`config.mk`:
```
export PLATFORM = sky130hd
export DESIGN_NAME = tdm_frame_tx
export DESIGN_NICKNAME = d
export VERILOG_FILES = /design/src/rtl/tdm_pkg.sv /design/src/rtl/tdm_slot_counter.sv /design/src/rtl/tdm_zero_sub.sv /design/src/rtl/tdm_piso.sv /design/src/rtl/tdm_frame_tx.sv
export SDC_FILE = /design/constraint.sdc
export NUM_CORES = 1
export LEC_CHECK = 0
export BUFFER_PORTS_ARGS = -buffer_cell sky130_fd_sc_hd__buf_2
export CAP_MARGIN = 20
export CORE_AREA = 2 2 53 60
export CTS_CLUSTER_DIAMETER = 50
export DETAILED_ROUTE_END_ITERATION = 8
export DIE_AREA = 0 0 55 62
export SKIP_CTS_REPAIR_TIMING = 1
export SLEW_MARGIN = 20
export SYNTH_ARGS = -nofsm -noshare
export SYNTH_HDL_FRONTEND = slang
export SYNTH_SLANG_ARGS = --single-unit
```
`constraint.sdc`:
```
create_clock -name clk -period 1.25 [get_ports clk]
set_clock_uncertainty 0.05 [all_clocks]
set_input_delay 0.125 -clock clk [delete_from_list [all_inputs] [get_ports clk]]
set_output_delay 0.125 -clock clk [all_outputs]
set_load 0.005 [all_outputs]
```
`src/rtl/tdm_pkg.sv`:
```
package tdm_pkg;
  localparam int unsigned DEF_NUM_SLOTS  = 32;
  localparam int unsigned DEF_SLOT_BITS  = 8;
  // bit position set in the substitute for an all-zero byte
  localparam int unsigned ZS_FILL_BITPOS = 1;
endpackage

```
`src/rtl/tdm_slot_counter.sv`:
```
module tdm_slot_counter #(
  parameter int unsigned SLOT_W = 5,
  parameter int unsigned BIT_W  = 3
) (
  input  logic              clk,
  input  logic              rst_n,
  output logic [SLOT_W-1:0] next_slot,
  output logic              load_en,
  output logic              frame_end
);
  localparam int unsigned CNT_W = SLOT_W + BIT_W;

  logic [CNT_W-1:0] cnt_q;
  logic [CNT_W-1:0] cnt_d;

  always_comb begin
    cnt_d = cnt_q + CNT_W'(1);
  end

  always_ff @(posedge clk or negedge rst_n) begin
    if (!rst_n) cnt_q <= '0;
    else        cnt_q <= cnt_d;
  end

  always_comb begin
    load_en   = &cnt_q[BIT_W-1:0];
    frame_end = &cnt_q;
    next_slot = cnt_q[CNT_W-1:BIT_W] + SLOT_W'(1);
  end
endmodule

```
`src/rtl/tdm_zero_sub.sv`:
```
module tdm_zero_sub #(
  parameter int unsigned W = 8
) (
  input  logic         enable,
  input  logic [W-1:0] raw,
  output logic [W-1:0] coded
);
  localparam logic [W-1:0] FILL = W'(1) << tdm_pkg::ZS_FILL_BITPOS;

  always_comb begin
    if (enable && (raw == '0)) coded = FILL;
    else                       coded = raw;
  end
endmodule

```
`src/rtl/tdm_piso.sv`:
```
module tdm_piso #(
  parameter int unsigned W = 8
) (
  input  logic         clk,
  input  logic         rst_n,
  input  logic         load,
  input  logic [W-1:0] par_in,
  output logic         ser_out,
  output logic [W-1:0] shreg
);
  logic [W-1:0] sh_q;
  logic [W-1:0] sh_d;

  always_comb begin
    if (load) sh_d = par_in;
    else      sh_d = {sh_q[W-2:0], 1'b0};
  end

  always_ff @(posedge clk or negedge rst_n) begin
    if (!rst_n) sh_q <= '0;
    else        sh_q <= sh_d;
  end

  assign ser_out = sh_q[W-1];
  assign shreg   = sh_q;
endmodule

```
`src/rtl/tdm_frame_tx.sv`:
```
module tdm_frame_tx #(
  parameter int unsigned NUM_SLOTS = tdm_pkg::DEF_NUM_SLOTS,
  parameter int unsigned SLOT_BITS = tdm_pkg::DEF_SLOT_BITS,
  localparam int unsigned SLOT_W   = $clog2(NUM_SLOTS),
  localparam int unsigned BIT_W    = $clog2(SLOT_BITS)
) (
  input  logic                 clk,
  input  logic                 rst_n,
  input  logic                 zero_sup_en,
  input  logic [SLOT_BITS-1:0] fetch_byte,
  output logic [SLOT_W-1:0]    fetch_slot,
  output logic                 ser_data,
  output logic                 frame_mark
);
  logic                 load_en;
  logic [SLOT_BITS-1:0] coded_byte;
  logic [SLOT_BITS-1:0] shreg;

  tdm_slot_counter #(.SLOT_W(SLOT_W), .BIT_W(BIT_W)) ctr_i (
    .clk       (clk),
    .rst_n     (rst_n),
    .next_slot (fetch_slot),
    .load_en   (load_en),
    .frame_end (frame_mark)
  );

  tdm_zero_sub #(.W(SLOT_BITS)) zsub_i (
    .enable (zero_sup_en),
    .raw    (fetch_byte),
    .coded  (coded_byte)
  );

  tdm_piso #(.W(SLOT_BITS)) piso_i (
    .clk     (clk),
    .rst_n   (rst_n),
    .load    (load_en),
    .par_in  (coded_byte),
    .ser_out (ser_data),
    .shreg   (shreg)
  );
endmodule

```
==> results.cfg, run 1 <==
[power]
power.static_leakage_uw = 0.000482
largest_vdd_supply_drop_mv = 0.405
power.total_uw = 905
power_density_nw_per_um2 = 851

[finish]
layout.cell_area.non_filler_um2 = 1060
layout.nets = 100
stdcell_count = 119
drive_gt1_share_pct = 62.4
areaGrowthSynthToFinish_pct = 57.7
insertedDiodeCount = 0

[global_route]
grt_remaining_overflow = 0
met3_usage_pct = 0.718
most_used_layer_global_route = met2
grt_first_pass_wirelength_um = 2240
pin_count_of_the_biggest_net_entering_global_routing = 17
grt_pass1_vias = 527
grt_use_met1_pct = 10.7
globalRouteMet2Util_pct = 16.5
grt_antenna_before_repair = 0
grt.total_usage_pct = 9.67

[drt]
dr_total_vias = 488
drt_pre_antenna_iters = 2
drt-initial-drc-count = 5
drt-total-wl_um = 1470
avgRoutedWirePerCell_um = 12.4
detail-route-antenna-nets = 0
route.detailed.vias_per_inst = 4.10
drcViolationCount = 0

[clock_tree]
cts.clk_slew.worst_paths_ps = 90
clock_insertion_delay_worst_skew_ps = 280
clock_tree.buffer_depth = 2
cts_root_buf = sky130_fd_sc_hd__clkbuf_4
cts.sinks = 16
clock_tree_from_tritoncts = yes
tritoncts.num_buffers = 3
cts.htree.levels = 1

[sta]
setup_viol = 13
finalMaxSlewViolations = 0
timing.final.crit_period_ps = 1510
final_min_period_over_clock_period_pct = 121
max-slew-margin-rel_pct = 75.8
setup_slack_ps = -260
peak_freq_mhz = 662
hold_violations = 0
max_slew.worst_pin.slew_ps = 362
rsz0062_at_grt = true

[worst_setup_path]
critPathRequiredTime_ps = 1080
worst-endpoint-arrival_ps = 1340
cp_max_fo = 2
worstSetupPathType = reg -> out
worst-r2r-cell-count = 5
critical_path.startpoint_type = flip-flop
crit_path_end_kind = primary output

[status]
run_status = finished with violations
violations_in_the_final_reports = setup timing

[die]
start_util_pct = 23.3
die_height_um = 62
placement_rows = 21
io-pin-count = 18
dieWidth_um = 55
coreArea_um2 = 2890
die_area_um2 = 3410

[yosys]
yosys.area_share.simple_pct = 11.3
synth_xor_xnor_area_share_pct = 10.4
combinational_family_with_the_most_area_after_synthesis = simple AND/OR/NAND/NOR gates
synth_compound_gate_area_share_pct = 1.48
dominantRegCellSynth = sky130_fd_sc_hd__dfrtp_1
synth.net_count = 65
adder_and_majority_cell_fraction_of_the_synthesized_area_pct = 5.57
syn-cell-area_um2 = 674
syn-mean-instance-area_um2 = 13.2
postSynthCellCount = 51
yosys_warnings = 0
yosys.area.top_type = sky130_fd_sc_hd__dfrtp_1
synth_top_area_share_pct = 59.4
synth.yosys.seq_area_share_pct = 59.4
synth-edff-count = 0
ys_async_sr_fraction_pct = 100
ranking_of_synthesized_cells_by_area = sky130_fd_sc_hd__dfrtp_1, sky130_fd_sc_hd__mux2_2, sky130_fd_sc_hd__xnor2_1
yosysUniqueCellTypes = 18
yosys_register_bits = 16
multiplexer_share_of_the_synthesized_area_pct = 10.0

[place]
detailed_place.area_um2 = 850
routability_congestion_estimate = 0.686
hpwl_um = 946
post-place-cells = 106
port-buffer-count = 17

[min_path]
timing.hold.worst.class = in -> reg
hold_path_depth = 2

[flow_run]
max_cap_viols = 0
==> logic make-up (layout without fill, tap and decap cells) <==
family	count (synthesis)	in the layout
and+or+nand+nor	13	13
adders and majority gates	3	3
muxes	6	6
xor gates and xnor gates	8	8
AOI/OAI and AO/OA	2	2
buffers and inverters	3	37
DFF	16	16
==> layout by cell type (no fill, tap or decap) <==
cell type	count
sky130_fd_sc_hd__nor2_4	3
sky130_fd_sc_hd__nand3_4	2
sky130_fd_sc_hd__xnor2_2	1
sky130_fd_sc_hd__dfrtp_1	14
sky130_fd_sc_hd__a21oi_1	2
sky130_fd_sc_hd__buf_2	15
sky130_fd_sc_hd__nand4_1	1
sky130_fd_sc_hd__nand2_1	1
sky130_fd_sc_hd__xnor2_1	4
sky130_fd_sc_hd__mux2_2	6
sky130_fd_sc_hd__clkbuf_4	3
sky130_fd_sc_hd__and2_4	1
sky130_fd_sc_hd__and3_4	1
sky130_fd_sc_hd__nor4b_1	1
sky130_fd_sc_hd__buf_4	9
sky130_fd_sc_hd__nand3_1	2
sky130_fd_sc_hd__ha_4	3
sky130_fd_sc_hd__inv_1	2
sky130_fd_sc_hd__buf_6	6
sky130_fd_sc_hd__dlygate4sd3_1	1
sky130_fd_sc_hd__nor4_1	1
sky130_fd_sc_hd__clkbuf_8	1
sky130_fd_sc_hd__dfrtp_2	2
sky130_fd_sc_hd__xor2_1	3
==> area by class of cell <==
class                   instances  area (um2)
inverters                       2        7.51
repair buffers                 31         220
clock buffers                   4        36.3
well taps                      34        42.5
flip-flops and latches         16         403
multi-input cells              32         354
fillers                       288        1830
==> sequential cells by signal, summed over array words and instances (netlist names) <==
signal	cells
ctr_i.cnt_q	8
piso_i.shreg	8
==> routing by layer <==
metal	vias up	routed length [um]
met3	2	31
met1	238	578
li1	242	-
met2	6	832
met5	-	0
met4	0	27
==> synth_stat cells (2+ instances only) <==
cell type and n:
sky130_fd_sc_hd__mux2_2 6, sky130_fd_sc_hd__xnor2_1 5, sky130_fd_sc_hd__a21oi_1 2, sky130_fd_sc_hd__ha_1 3
sky130_fd_sc_hd__dfrtp_1 16, sky130_fd_sc_hd__xor2_1 3, sky130_fd_sc_hd__inv_1 2, sky130_fd_sc_hd__nand3_1 3
sky130_fd_sc_hd__nor2_1 2
==> where the power goes <==
group	switching [uW]	total (uW)	internal, uW	leakage (uW)
Sequential	2.93	531	528	0.000191
Combinational	20.9	43.8	22.8	0.000271
Clock	153	331	177	0.0000210
==> worst paths after layout <==
kind / startpoint / endpoint / slack [ps]
min reg2reg: piso_i.shreg[4] / piso_i.shreg[5] / 440
max in group asynchronous: rst_n / ctr_i.cnt_q[5] / 630
min: fetch_byte[7] / piso_i.shreg[7] / 40
min in group asynchronous: rst_n / piso_i.shreg[0] / 220
max reg2reg: ctr_i.cnt_q[1] / piso_i.shreg[2] / -210
max: ctr_i.cnt_q[0] / frame_mark / -260
==> per-stage QoR <==
step | util (%) | hold slack, ps | setup TNS, ps | setup WS, ps
floorplan | - | -221 | -221 | -36.8
global placement | 29.4 | 4.00 | 0 | 4.38
detailed placement | 29.4 | 8.21 | -123 | -34.1
CTS | 30.6 | -313 | -1190 | -331
global route | 36.8 | 30.9 | -2660 | -349
finish | 36.8 | 41.0 | -1910 | -260
==> worst max-delay path, cell delays in order (launching register included) <==
cell	delay, ps
sky130_fd_sc_hd__dfrtp_1	410
sky130_fd_sc_hd__ha_4	170
sky130_fd_sc_hd__nand3_4	80
sky130_fd_sc_hd__nor2_4	130
sky130_fd_sc_hd__and3_4	180
sky130_fd_sc_hd__buf_6	80
No activity file was read; power rests on OpenSTA's default activity.
==> inputs of run 2 (changes only) <==
Settings changed: CORE_AREA 2 2 53 60 to 10 10 61 68, DIE_AREA 0 0 55 62 to 0 0 71 78, GPL_TIMING_DRIVEN set to 0.
==> results.cfg, run 2 (synthesized netlist as in run 1, its figures left out) <==
[die]
dieWidth_um = 71
die_height_um = 78
die_area_um2 = 5540
placement_rows = 21
io-pin-count = 18
coreArea_um2 = 2890
start_util_pct = 23.3

[worst_setup_path]
crit_path_leading_delay_family = flip-flops
crit_path_end_kind = primary output
worstSetupPathType = reg -> out
critical_path.n_buffers_inverters = 1
critPathRequiredTime_ps = 1080
critical_path.startpoint_type = flip-flop
worst-endpoint-arrival_ps = 1380
cp_max_fo = 4
crit_path_max_incr_delay_ps = 430
timing.critical_path.slowest_stage_cell = sky130_fd_sc_hd__dfrtp_1
path_cells = ha_4, nand3_4, nor2_4, and3_4, buf_6

[global_route]
pin_count_of_the_biggest_net_entering_global_routing = 17
grt_remaining_overflow = 0
grt_pass1_vias = 506
grt.total_usage_pct = 4.94
grt_first_pass_wirelength_um = 2210
grt_antenna_before_repair = 0

[finish]
most-common-layout-cells = sky130_fd_sc_hd__buf_2, sky130_fd_sc_hd__dfrtp_1, sky130_fd_sc_hd__buf_4
areaGrowthSynthToFinish_pct = 50.6
mostFrequentLayoutCell = sky130_fd_sc_hd__buf_2
drive_gt1_share_pct = 60.5
insertedDiodeCount = 0
layout.cell_area.non_filler_um2 = 1020
layout.nets = 97

[sta]
peak_freq_mhz = 644
rsz0062_at_grt = true
setup_slack_ps = -304
timing.final.crit_period_ps = 1550
setup_viol = 13
holdWs_ps = 36.0
hold_violations = 0
max_slew.worst_pin.slew_ps = 347
max-slew-margin-rel_pct = 76.9
totalNegativeSetupSlack_ps = -2170
final_min_period_over_clock_period_pct = 124
finalMaxSlewViolations = 0

[clock_tree]
cts.sinks = 16
cts.clk_slew.worst_paths_ps = 90
tritoncts.num_buffers = 3
clock_insertion_delay_worst_skew_ps = 280
cts.htree.levels = 1
clock_tree_from_tritoncts = yes
clock_tree.buffer_depth = 2
cts_root_buf = sky130_fd_sc_hd__clkbuf_4

[power]
power_density_nw_per_um2 = 826
largest_vdd_supply_drop_mv = 0.364
power.static_leakage_uw = 0.000454
power.total_uw = 840

[drt]
avgRoutedWirePerCell_um = 13.2
drt_pre_antenna_iters = 4
route.detailed.vias_per_inst = 4.23
dr_total_vias = 487
drt-total-wl_um = 1520
drt-initial-drc-count = 9
detail-route-antenna-nets = 0
drcViolationCount = 0

[status]
violations_in_the_final_reports = setup timing
run_status = finished with violations

[place]
port-buffer-count = 17
detailed_place.area_um2 = 823
hpwl_um = 1040
routability_congestion_estimate = 0.679

[flow_run]
max_cap_viols = 0

[min_path]
timing.hold.worst.class = in -> reg
==> run 2: changes by cell type in the layout (fill, tap and decap cells not counted), sizes merged <==
cell,change
clkbuf,-1
buf,-3
==> run 2: layout make-up <==
type,instances,area [um2]
fillers,293,1870
well taps,34,42.5
multi-input cells,32,342
inverters,2,7.51
repair buffers,28,199
flip-flops and latches,16,403
clock buffers,3,22.5
==> run 2: path summary, 6_finish.rpt <==
kind / startpoint / to / slack [ps] / depth (start not counted)
worst max-delay path: ctr_i.cnt_q[0] / frame_mark / -300 / 5
worst min-delay path: fetch_byte[0] / piso_i.shreg[0] / 40 / 2
worst max register to register: ctr_i.cnt_q[0] / piso_i.shreg[5] / -230 / 5
worst min register to register: piso_i.shreg[3] / piso_i.shreg[4] / 430 / 1
max in group asynchronous: rst_n / ctr_i.cnt_q[5] / 660 / 2
min in group asynchronous: rst_n / ctr_i.cnt_q[2] / 220 / 2
==> run 2: power breakdown <==
group | leakage (uW) | switching, uW | total [uW] | internal [uW]
sequential | 0.000191 | 2.97 | 531 | 528
clock | 0.0000138 | 152 | 264 | 112
combinational | 0.000250 | 20.9 | 44.7 | 23.7
total | 0.000454 | 176 | 840 | 664
==> run 2: metal layers <==
layer | track usage [%] | wire, um | part of all wire, % | vias up
met5 | 0 | 0 | 0 | -
met4 | 5.23 | 48 | 3.2 | 0
met3 | 0.509 | 22 | 1.5 | 4
met2 | 8.91 | 913 | 60 | 7
met1 | 4.52 | 532 | 35 | 244
li1 | - | - | - | 232
==> run 2: metrics by stage <==
stage / cells / setup WS [ps] / utilization, %
2_1_floorplan: 51 / -36.8 / -
3_3_place_gp: 102 / -95.0 / 28.5
3_5_place_dp: 102 / -100 / 28.5
4_1_cts: 105 / -411 / 29.3
5_1_grt: 115 / -392 / 35.2
6_report: 115 / -304 / 35.2
==> inputs of run 3 (changes only) <==
Settings changed: BUFFER_PORTS_ARGS -buffer_cell sky130_fd_sc_hd__buf_2 to unset, DONT_BUFFER_PORTS set to 1.
==> results.cfg, run 3 (synthesized netlist as in run 1, its figures left out) <==
[finish]
insertedDiodeCount = 0
most-common-layout-cells = sky130_fd_sc_hd__dfrtp_1, sky130_fd_sc_hd__dlygate4sd3_1, sky130_fd_sc_hd__mux2_4, sky130_fd_sc_hd__buf_4
stdcell_count = 103
mostFrequentLayoutCell = sky130_fd_sc_hd__dfrtp_1
layout.cell_area.non_filler_um2 = 985
areaGrowthSynthToFinish_pct = 46.0
drive_gt1_share_pct = 39.1
layout.nets = 84

[status]
run_status = finished with violations
violations_in_the_final_reports = setup timing

[global_route]
grt_antenna_before_repair = 0
grt_first_pass_wirelength_um = 1930
grt_pass1_vias = 394
grt_remaining_overflow = 0
grt.total_usage_pct = 4.51
pin_count_of_the_biggest_net_entering_global_routing = 17

[die]
start_util_pct = 23.3
dieWidth_um = 71
placement_rows = 21
io-pin-count = 18
die_area_um2 = 5540
coreArea_um2 = 2890
die_height_um = 78

[worst_setup_path]
critical_path.n_buffers_inverters = 0
worstSetupPathType = reg -> out
critPathRequiredTime_ps = 1080
setup.reg_to_reg.worst_slack_ps = -80
cp_max_fo = 4
crit_path_end_kind = primary output
worst-endpoint-arrival_ps = 1300
critical_path.startpoint_type = flip-flop
crit_path_leading_delay_family = flip-flops
path_cells = ha_4, nand3_4, nor2_4, and3_4
timing.critical_path.slowest_stage_cell = sky130_fd_sc_hd__dfrtp_1
crit_path_max_incr_delay_ps = 430

[drt]
route.detailed.vias_per_inst = 4.26
detail-route-antenna-nets = 0
dr_total_vias = 439
drt-initial-drc-count = 11
drt-total-wl_um = 1510
drt_pre_antenna_iters = 2
drcViolationCount = 0
avgRoutedWirePerCell_um = 14.6

[place]
post-place-cells = 85
place_worst_setup_slack_ps = -98.8
detailed_place.area_um2 = 738
port-buffer-count = 0
routability_congestion_estimate = 0.685

[sta]
max_slew.worst_pin.slew_ps = 717
rsz0062_at_grt = true
peak_freq_mhz = 677
setup_viol = 11
final_min_period_over_clock_period_pct = 118
hold_violations = 0
totalNegativeSetupSlack_ps = -911
finalMaxSlewViolations = 0
max-slew-margin-rel_pct = 52.1
timing.final.crit_period_ps = 1480
setup_slack_ps = -228

[clock_tree]
cts.htree.levels = 1
cts_root_buf = sky130_fd_sc_hd__clkbuf_4
tritoncts.num_buffers = 3
cts.sinks = 16
clock_tree_from_tritoncts = yes
cts.clk_slew.worst_paths_ps = 90
clock_insertion_delay_worst_skew_ps = 280
clock_tree.buffer_depth = 2

[power]
largest_vdd_supply_drop_mv = 0.387
power_density_nw_per_um2 = 932
power.static_leakage_uw = 0.000430

[flow_run]
max_cap_viols = 0

[min_path]
timing.hold.worst.class = in -> reg
[run 3: changes by cell type in the layout (fill, tap and decap cells not counted), moves of 3 or more]
| cell | change |
|---|---|
| sky130_fd_sc_hd__buf_2 | -15 |
| sky130_fd_sc_hd__buf_6 | -3 |
| sky130_fd_sc_hd__dlygate4sd3_1 | +8 |
| sky130_fd_sc_hd__mux2_2 | -5 |
| sky130_fd_sc_hd__mux2_4 | +5 |
[run 3: worst register-to-register path, cell delays in order (launching register included)]
cell and delay [ps]:
sky130_fd_sc_hd__dfrtp_1 430, sky130_fd_sc_hd__ha_4 190, sky130_fd_sc_hd__ha_4 220, sky130_fd_sc_hd__mux2_4 320
[run 3: where the power goes]
part	internal (uW)	switching (uW)	leakage, uW
Sequential	528	4.06	0.000191
Clock	177	157	0.0000210
Combinational	33.1	18.3	0.000218
[run 3: layer usage]
metal | GRT usage, % | part of all wire [%]
met1 | 4.73 | 35
met2 | 7.40 | 61
met3 | 0.891 | 1.8
met4 | 4.07 | 1.8
met5 | 0 | 0
[run 3: final cells by class]
class                   instances  area [um2]
multi-input cells              32         362
flip-flops and latches         16         402
well taps                      34        42.5
inverters                       2        7.51
fillers                       290        1910
clock buffers                   4        36.3
repair buffers                 15         135
[run 3: final timing paths]
path                                  from               to  cells after the start
max reg2reg                 ctr_i.cnt_q[0]  piso_i.shreg[5]                      3
max                         ctr_i.cnt_q[0]       frame_mark                      4
max in group asynchronous            rst_n   ctr_i.cnt_q[3]                      1
min reg2reg                piso_i.shreg[3]  piso_i.shreg[4]                      1
min                          fetch_byte[4]  piso_i.shreg[1]                      3
min in group asynchronous            rst_n   ctr_i.cnt_q[1]                      1
[run 3: stage by stage]
step / total power [uW] / util [%] / hold WS [ps]
after global routing: 954 / 34.1 / 47.2
after floorplan: 552 / - / -221
after CTS: 896 / 26.8 / -539
after global placement: 554 / 25.5 / -220
after detailed placement: 554 / 25.5 / -220
final: 918 / 34.1 / 51.0
